File: src/rtl/cfg_space_pkg.sv
package cfg_space_pkg;

  localparam int BYTE_W = 8;
  localparam int LANES  = 4;
  localparam int DATA_W = BYTE_W * LANES;

  localparam logic [BYTE_W-1:0] VID_HIDDEN = '1;
  localparam logic [DATA_W-1:0] OPEN_BUS   = '1;

  // Word index within the 16-byte identity block
  typedef enum logic [1:0] {
    WORD_TYPE = 2'd0,
    WORD_IDS  = 2'd1,
    WORD_EXT1 = 2'd2,
    WORD_EXT2 = 2'd3
  } word_e;

  typedef struct packed {
    logic [DATA_W-1:0] type_id;
    logic [BYTE_W-1:0] pid;
    logic [BYTE_W-1:0] mvid;
    logic [DATA_W-1:0] ext1;
    logic [DATA_W-1:0] ext2;
  } straps_t;

  // Identity word: the two IDs in the low lanes, their complements above
  function automatic logic [DATA_W-1:0] ids_word(input logic [BYTE_W-1:0] pid,
                                                 input logic [BYTE_W-1:0] mvid);
    return {~mvid, ~pid, mvid, pid};
  endfunction

endpackage

File: src/rtl/cfg_rst_sync.sv
module cfg_rst_sync #(
  parameter int STAGES = 2
) (
  input  logic clk,
  input  logic rst_n,
  output logic rst_sync_n_o
);

  logic [STAGES-1:0] sync_q;
  logic [STAGES-1:0] sync_d;

  always_comb begin
    sync_d = {sync_q[STAGES-2:0], 1'b1};
  end

  always_ff @(posedge clk or negedge rst_n) begin
    if (!rst_n) begin
      sync_q <= '0;
    end else begin
      sync_q <= sync_d;
    end
  end

  assign rst_sync_n_o = sync_q[STAGES-1];

endmodule

File: src/rtl/cfg_vid_reg.sv
module cfg_vid_reg #(
  parameter int              VID_W   = 8,
  parameter logic [VID_W-1:0] RST_VID = 8'h3C
) (
  input  logic             clk,
  input  logic             rst_n,
  input  logic             we_i,
  input  logic [VID_W-1:0] wd_i,
  output logic [VID_W-1:0] vid_o,
  output logic             visible_o
);

  logic [VID_W-1:0] vid_q;
  logic [VID_W-1:0] vid_d;
  logic             vid_en;

  always_comb begin
    vid_en = we_i;
    vid_d  = wd_i;
  end

  always_ff @(posedge clk or negedge rst_n) begin
    if (!rst_n) begin
      vid_q <= RST_VID;
    end else if (vid_en) begin
      vid_q <= vid_d;
    end
  end

  assign vid_o     = vid_q;
  assign visible_o = (vid_q != {VID_W{1'b1}});

endmodule

File: src/rtl/cfg_word_mux.sv
module cfg_word_mux
  import cfg_space_pkg::*;
#(
  parameter int AW     = 8,
  parameter bit EXT_EN = 1'b1
) (
  input  logic [AW-1:0]     off_i,
  input  straps_t           straps_i,
  output logic [DATA_W-1:0] word_o
);

  localparam int HI_W = AW - 4;

  logic              in_block;
  logic [DATA_W-1:0] sel_word;
  word_e             widx;

  assign in_block = (off_i[AW-1:4] == {HI_W{1'b0}});

  generate
    if (EXT_EN) begin : g_ext
      always_comb begin
        widx = word_e'(off_i[3:2]);
        case (widx)
          WORD_TYPE: sel_word = straps_i.type_id;
          WORD_IDS:  sel_word = ids_word(straps_i.pid, straps_i.mvid);
          WORD_EXT1: sel_word = straps_i.ext1;
          default:   sel_word = straps_i.ext2;
        endcase
      end
    end else begin : g_noext
      always_comb begin
        widx = off_i[2] ? WORD_IDS : WORD_TYPE;
        sel_word = (widx == WORD_IDS) ? ids_word(straps_i.pid, straps_i.mvid)
                                      : straps_i.type_id;
      end
    end
  endgenerate

  assign word_o = in_block ? sel_word : OPEN_BUS;

endmodule

File: src/rtl/cfg_lane_mask.sv
module cfg_lane_mask
  import cfg_space_pkg::*;
(
  input  logic [DATA_W-1:0] word_i,
  input  logic [LANES-1:0]  be_i,
  output logic [DATA_W-1:0] word_o
);

  generate
    for (genvar g = 0; g < LANES; g++) begin : g_lane
      assign word_o[g*BYTE_W +: BYTE_W] =
        be_i[g] ? word_i[g*BYTE_W +: BYTE_W] : {BYTE_W{1'b1}};
    end
  endgenerate

endmodule

File: src/rtl/cfg_space_responder.sv
module cfg_space_responder
  import cfg_space_pkg::*;
#(
  parameter int         CFG_AW  = 8,
  parameter bit         EXT_EN  = 1'b1,
  parameter logic [7:0] RST_VID = 8'h3C
) (
  input  logic              clk,
  input  logic              rst_n,
  input  logic              cfg_sel_i,
  input  logic [7:0]        cfg_vid_i,
  input  logic [CFG_AW-1:0] cfg_off_i,
  input  logic [3:0]        cfg_be_i,
  input  logic              vid_we_i,
  input  logic [7:0]        vid_wd_i,
  input  logic [31:0]       type_id_i,
  input  logic [7:0]        pid_i,
  input  logic [7:0]        mvid_i,
  input  logic [31:0]       ext1_i,
  input  logic [31:0]       ext2_i,
  output logic [31:0]       rd_data_o,
  output logic              rd_drive_o
);

  logic              rst_sync_n;
  logic [7:0]        vid_q;
  logic              vid_visible;
  straps_t           straps;
  logic [DATA_W-1:0] raw_word;
  logic [DATA_W-1:0] lane_word;
  logic              hit;
  logic [DATA_W-1:0] resp_data_d, resp_data_q;
  logic              resp_drv_d, resp_drv_q;

  cfg_rst_sync #(.STAGES(2)) u_rst_sync (
    .clk          (clk),
    .rst_n        (rst_n),
    .rst_sync_n_o (rst_sync_n)
  );

  cfg_vid_reg #(.VID_W(8), .RST_VID(RST_VID)) u_vid (
    .clk       (clk),
    .rst_n     (rst_sync_n),
    .we_i      (vid_we_i),
    .wd_i      (vid_wd_i),
    .vid_o     (vid_q),
    .visible_o (vid_visible)
  );

  always_comb begin
    straps.type_id = type_id_i;
    straps.pid     = pid_i;
    straps.mvid    = mvid_i;
    straps.ext1    = ext1_i;
    straps.ext2    = ext2_i;
  end

  cfg_word_mux #(.AW(CFG_AW), .EXT_EN(EXT_EN)) u_mux (
    .off_i    (cfg_off_i),
    .straps_i (straps),
    .word_o   (raw_word)
  );

  cfg_lane_mask u_mask (
    .word_i (raw_word),
    .be_i   (cfg_be_i),
    .word_o (lane_word)
  );

  // Address match against the VID held before any same-cycle write
  always_comb begin
    hit         = cfg_sel_i && vid_visible && (cfg_vid_i == vid_q);
    resp_drv_d  = hit;
    resp_data_d = hit ? lane_word : OPEN_BUS;
  end

  always_ff @(posedge clk or negedge rst_sync_n) begin
    if (!rst_sync_n) begin
      resp_data_q <= OPEN_BUS;
      resp_drv_q  <= 1'b0;
    end else begin
      resp_data_q <= resp_data_d;
      resp_drv_q  <= resp_drv_d;
    end
  end

  assign rd_data_o  = resp_data_q;
  assign rd_drive_o = resp_drv_q;

endmodule

File: config.mk
export PLATFORM = sky130hd
export DESIGN_NAME = cfg_space_responder
export DESIGN_NICKNAME = d
export VERILOG_FILES = /design/src/rtl/cfg_space_pkg.sv /design/src/rtl/cfg_rst_sync.sv /design/src/rtl/cfg_vid_reg.sv /design/src/rtl/cfg_word_mux.sv /design/src/rtl/cfg_lane_mask.sv /design/src/rtl/cfg_space_responder.sv
export SDC_FILE = /design/constraint.sdc
export NUM_CORES = 1
export LEC_CHECK = 0
export BUFFER_PORTS_ARGS = -buffer_cell sky130_fd_sc_hd__buf_2
export CAP_MARGIN = 20
export CORE_MARGIN = 2
export CORE_UTILIZATION = 37
export DETAILED_ROUTE_END_ITERATION = 6
export HOLD_SLACK_MARGIN = 0.06
export PLACE_DENSITY = 0.8
export SYNTH_ARGS = -nofsm -noshare
export SYNTH_HDL_FRONTEND = slang
export SYNTH_SLANG_ARGS = --single-unit
File: constraint.sdc
create_clock -name clk -period 1.3 [get_ports clk]
set_clock_uncertainty 0.1 [all_clocks]
set_input_delay 0.26 -clock clk [delete_from_list [all_inputs] [get_ports clk]]
set_output_delay 0.26 -clock clk [all_outputs]
set_load 0.01 [all_outputs]
# Word level (Yosys, flattened, before mapping)
# Cells that the tools add are included.
word_totals:
  register_bits: 43
  latchBits: 0
  mem_bits_rw: 0
  rom_bits: 0
  input_bits: 144
  out_inout_bits: 33
  word_cells: 21
  memories: 0
classes:
  addsub: 0
  mul: 0
  div_mod_pow: 0
  n_lt_le_gt_ge: 0
  n_eq_ne: 4
  shifts: 0
  n_mux: 7
  bitwise: 2
  n_reduce_logical: 4
ops:
  columns: ["cell", "n"]
  rows:
  - ["case mux 32 bit (3 select lines)", 1]
  - ["two-way mux 32 bit", 2]
  - ["two-way mux 8 bit", 4]
  - ["NOT 8 bit", 2]
  - ["== test 8 bit", 1]
  - ["!= test 8 bit, second input constant", 1]
  - ["zero test 4 bit", 1]
  - ["== test 2 x 1 -> 1 bit, second input constant", 1]
  - ["== test 2 bit, second input constant", 1]
  - ["logical AND 1 bit", 2]
  - ["zero test 2 bit", 1]

# Depth between registers and ports, before layout
logic_depth:
  depth_word: 5
  mapped_depth: 5
  depth_no_buf: 4

# Cells and area by module
# Synthesis repeated with hierarchy kept, for this count alone.
unflattened:
  hier_cells: 233
  hier_area_um2: 3065.4
modules_own_cells:
  columns: ["mod", "instances", "cells_per_inst", "area_each_um2", "seq_area_each_um2"]
  rows:
  - ["cfg_space_responder", 1, 86, 1336.3, 865.8]
  - ["cfg_word_mux", 1, 92, 1119.8, 0.0]
  - ["cfg_vid_reg", 1, 20, 355.3, 205.2]
  - ["cfg_lane_mask", 1, 32, 200.2, 0.0]
  - ["cfg_rst_sync", 1, 3, 53.8, 50.0]

# Least setup slack after synthesis
# Ideal clock, no wire load.
synth_timing:
  path_kind: "reg-to-reg"
  start: "register u_vid.vid_q[2], in the netlist u_vid.vid_o[2]"
  end: "register resp_data_q[23], in the netlist rd_data_o[23]"
  setup_time_ps: 88
  t_arrival_ps: 1618
  required_ps: 1112
  path_slack_ps: -506
  stages_incl_launch_ff: 6
  path_buffers: 1
  period_less_slack_ps: 1806
  cell_sequence: "dfstp_2 -> xnor2_1 -> nand4_1 -> or3_4 -> buf_6 -> or3_1"
synth_between:
  elab_chain_cells: 4
  elab_cells_between_ends: 5
  cone_classes: "2 x eq/ne; 1 x mux; 2 x reduce/logical"
synth_rtl:
  columns: ["element", "line_no", "text"]
  rows:
  - ["from (decl)", "cfg_vid_reg.sv:13", "logic [VID_W-1:0] vid_q;"]
  - ["from (signal assigned)", "cfg_vid_reg.sv:26", "vid_q <= vid_d;"]
  - ["!= test 8 bit", "cfg_vid_reg.sv:31", "assign visible_o = (vid_q != {VID_W{1'b1}});"]
  - ["logical AND 1 bit", "cfg_space_responder.sv:72", "hit = cfg_sel_i && vid_visible && (cfg_vid_i == vid_q);"]
  - ["logical AND 1 bit (*)", "cfg_space_responder.sv:72", null]
  - ["two-way mux 32 bit (*)", "cfg_space_responder.sv:74", "resp_data_d = hit ? lane_word : OPEN_BUS;"]
  - ["named net resp_data_d[23]", "cfg_space_responder.sv:32", "logic [DATA_W-1:0] resp_data_d, resp_data_q;"]
  - ["to (signal assigned)", "cfg_space_responder.sv:82", "resp_data_q <= resp_data_d;"]
  - ["to (decl)", "cfg_space_responder.sv:32", null]
# Mark *: on every way through the listed nets, which the timed path passes. The rest lies on a longest branch.
# A chain may end at the register's enable or synchronous reset.

# Final worst setup path
layout_timing:
  start: "register u_vid.vid_q[2], in the netlist u_vid.vid_o[2]"
  end: "register resp_data_q[30], in the netlist rd_data_o[30]"
# Same word-level chain as after synthesis.

==> results.tsv <==
stage	metric	value	unit
finish	drive_gt1_frac	0.815	
route	detail-route-antenna-nets	0	
cts	cts_buffers	5	
critical_path	critical_path_cell_count	5	
min_path	whs_path_depth	2	
place	hpwl	5980	um
floorplan	row_count	29	
min_path	hold_start	vid_wd_i[5]	
place	globalplace.congestion	0.799	
power_and_ir_drop	power_frac_clock	0.366	
floorplan	io_pins	177	
power_and_ir_drop	power.internal	0.00258	W
critical_path	cp_slowest_cell	dfstp_2	
route	wl_per_cell	17.5	um
critical_path	crit_path_start_kind	register	
power_and_ir_drop	swShare	0.218	
sta	period_needed	1910	ps
route	drt-total-wl	7570	um
floorplan	die-area	7210	sq um
finish	area_delta_synth_final	62.6	%
floorplan	core_area	6350	sq um
flow_run	cap_viol_max_count	0	
min_path	hp-class	in -> reg	
critical_path	critPathKind	reg -> reg	
sta	worst_pin_slew	543	ps
finish	nNetsFinal	499	
run_status	violations	setup timing	
sta	setup_viol	33	
logic_synthesis	ys.warnings.count	0	
place	place_ws	-601	ps
power_and_ir_drop	p_per_area	837	nW/um^2
sta	slew_viol_final	0	
route	via_per_inst	5.10	
critical_path	worstPathCellList	xnor2_2 -> nand4_1 -> buf_6 -> or3_4 -> or3_1	
critical_path	crit_fanout	5	
cts	clockBufferDepth	2	
cts	cts_tree	built	
sta	hold_viol	0	
logic_synthesis	synth_seq_cells	43	
grt	antenna_found_initial	0	
logic_synthesis	yosysUniqueCellTypes	20	
power_and_ir_drop	total_leakage_power	1.79	nW
critical_path	crit_buf_inv	1	
critical_path	cp-end-kind	register	
run_status	status	finished, violations left	
critical_path	crit_path_start	u_vid.vid_o[2]$_DFFE_PN1P_	
sta	timing.final.ws_setup	-606	ps
critical_path	reg2reg_depth	5	
route	drcViolationCount	0	
finish	utilization	0.621	
cts	htree_levels	2	
finish	stdcell_area	3940	sq um
finish	n_antenna_cell	0	
place	placed_cell_area	3490	sq um
sta	relSlewSlack	0.637	
cts	clkTransAtPathRegs	80	ps
sta	rsz0062_at_grt	true	
sta	fmax	525	MHz
critical_path	path_delay_family	simple AND/OR/NAND/NOR gates	
critical_path	critical_path_arrival	2020	ps
logic_synthesis	syn-num-nets	308	
place	portBuffers	174	
power_and_ir_drop	switchingPower	0.000719	W
power_and_ir_drop	ir_drop	0.000668	V
critical_path	required	1420	ps
route	vias	2208	
sta	timing.final.crit_share	1.47	
logic_synthesis	mappedNetlistArea	2420	sq um
cts	root_buffer	clkbuf_8	
logic_synthesis	ys_seq_area_frac	0.463	
floorplan	die_w	84.9	um
floorplan	die_y	84.9	um
cts	cts.sinks	43	
grt	grt.total_usage	0.215	
logic_synthesis	synth_cells	164	
grt	grt_pass1_vias	2386	
route	first_pass_iters	4	
critical_path	max_stage_delay	560	ps
floorplan	initial_core_util	0.382	
power_and_ir_drop	pwr-share-seq	0.426	
logic_synthesis	syn-mean-instance-area	14.8	sq um
route	first_iter_violations	64	
power_and_ir_drop	combPwrFrac	0.207	
grt	grt_pass1_wl	11800	um
grt	grt-ovfl-total	0	
critical_path	rr_startpoint	u_vid.vid_o[2]$_DFFE_PN1P_	
cts	insertion_delay	290	ps
grt	grt_max_degree	42	
==> path summary, 6_finish.rpt <==
check | end | slack (ps)
max | rd_data_o[30]$_DFF_PN1_ | -610
max in group asynchronous | rd_data_o[14]$_DFF_PN1_ | 710
max reg2reg | rd_data_o[30]$_DFF_PN1_ | -610
min in group asynchronous | u_vid.vid_o[6]$_DFFE_PN0P_ | 130
min reg2reg | u_vid.vid_o[6]$_DFFE_PN0P_ | 130
min | u_vid.vid_o[5]$_DFFE_PN1P_ | 110
==> cell type report <==
cell class              instances  area (sq um)
clock buffers                   6          72.6
flip-flops and latches         43          1120
repair buffers                192          1270
inverters                      17          63.8
multi-input cells              96          1250
clock inverters                 2          60.1
fillers                       513          2410
well taps                      77          96.3
==> cell usage after synthesis <==
library cell	number	share of area
xnor2_1	7	0.025
or3_1	30	0.077
dfstp_2	36	0.39
nand4_1	3	0.0077
buf_6	3	0.014
nor4_1	1	0.0026
nand3_1	1	0.0021
or3_2	2	0.0062
nand2_1	4	0.0062
xnor2_2	1	0.0067
buf_2	7	0.014
inv_1	17	0.026
conb_1	1	0.0015
dfrtp_1	7	0.072
mux2_2	8	0.037
clkbuf_1	1	0.0015
buf_4	1	0.0031
o211ai_1	1	0.0031
mux4_2	32	0.30
or3_4	1	0.0046
==> registers in the layout (all words and copies together), names as in the netlist <==
| signal | flops |
|---|---|
| rd_data_o | 32 |
| u_vid.vid_o | 8 |
| u_rst_sync.sync_q | 2 |
| rd_drive_o | 1 |
==> timing repair <==
item                       in CTS  in global routing
pin swaps                       5                  4
hold endpoints to repair        2                  0
hold buffers                    1                  0
setup endpoints to repair      54                 65
gates resized for setup        30                 15
gates cloned                    4                  0
setup buffers                   3                  0
==> kinds of logic after synthesis <==
group	after synthesis	synth area share
AOI/OAI and AO/OA	1	0.00310
xor gates and xnor gates	8	0.0320
buffers and inverters	29	0.0594
DFF	43	0.463
muxes	40	0.335
other	1	0.00155
and+or+nand+nor	42	0.107
==> worst reg2reg max path, cell delays in order (launching register included) <==
cell,delay (ps)
dfstp_2,560
xnor2_2,110
nand4_1,120
buf_6,160
or3_4,410
or3_1,380
==> power groups by stage <==
| stage | clock network (W) | registers, W | logic, W |
|---|---|---|---|
| final | 0.00121 | 0.00141 | 0.000683 |
| after global placement | 0 | 0.00142 | 0.000622 |
| after detailed placement | 0 | 0.00143 | 0.000643 |
| after global routing | 0.00131 | 0.00141 | 0.000742 |
| after CTS | 0.00124 | 0.00141 | 0.000689 |
| after floorplan | 0 | 0.00144 | 0.000302 |
==> cell usage in the layout (no fill, tap or decap), types with 2 or more instances in the layout <==
cell / instances
buf_12: 5
buf_2: 142
buf_4: 11
buf_6: 33
bufinv_16: 2
clkbuf_8: 5
dfrtp_1: 6
dfstp_2: 36
inv_1: 17
mux2_2: 8
mux4_2: 32
nand2_1: 4
nand4_1: 3
or3_1: 26
or3_4: 11
xnor2_1: 5
xnor2_2: 3
==> metal layers <==
| layer | up-vias | GRT usage | share of wire |
|---|---|---|---|
| li1 | 1005 | - | - |
| met1 | 1069 | 0.260 | 0.37 |
| met2 | 117 | 0.384 | 0.54 |
| met3 | 17 | 0.0399 | 0.063 |
| met4 | 0 | 0.0765 | 0.024 |
| met5 | - | 0 | 0 |
==> through the flow <==
| stage | hold slack [ps] | total power [W] | setup TNS [ps] | std cells |
|---|---|---|---|---|
| floorplan | -136 | 0.00174 | -14860 | 164 |
| global placement | -53.2 | 0.00204 | -16140 | 417 |
| detailed placement | -52.2 | 0.00207 | -18190 | 417 |
| CTS | 98.8 | 0.00333 | -18190 | 433 |
| global route | 103 | 0.00347 | -20480 | 433 |
| finish | 108 | 0.00330 | -18900 | 433 |
Power figures use the tool's default switching activity.
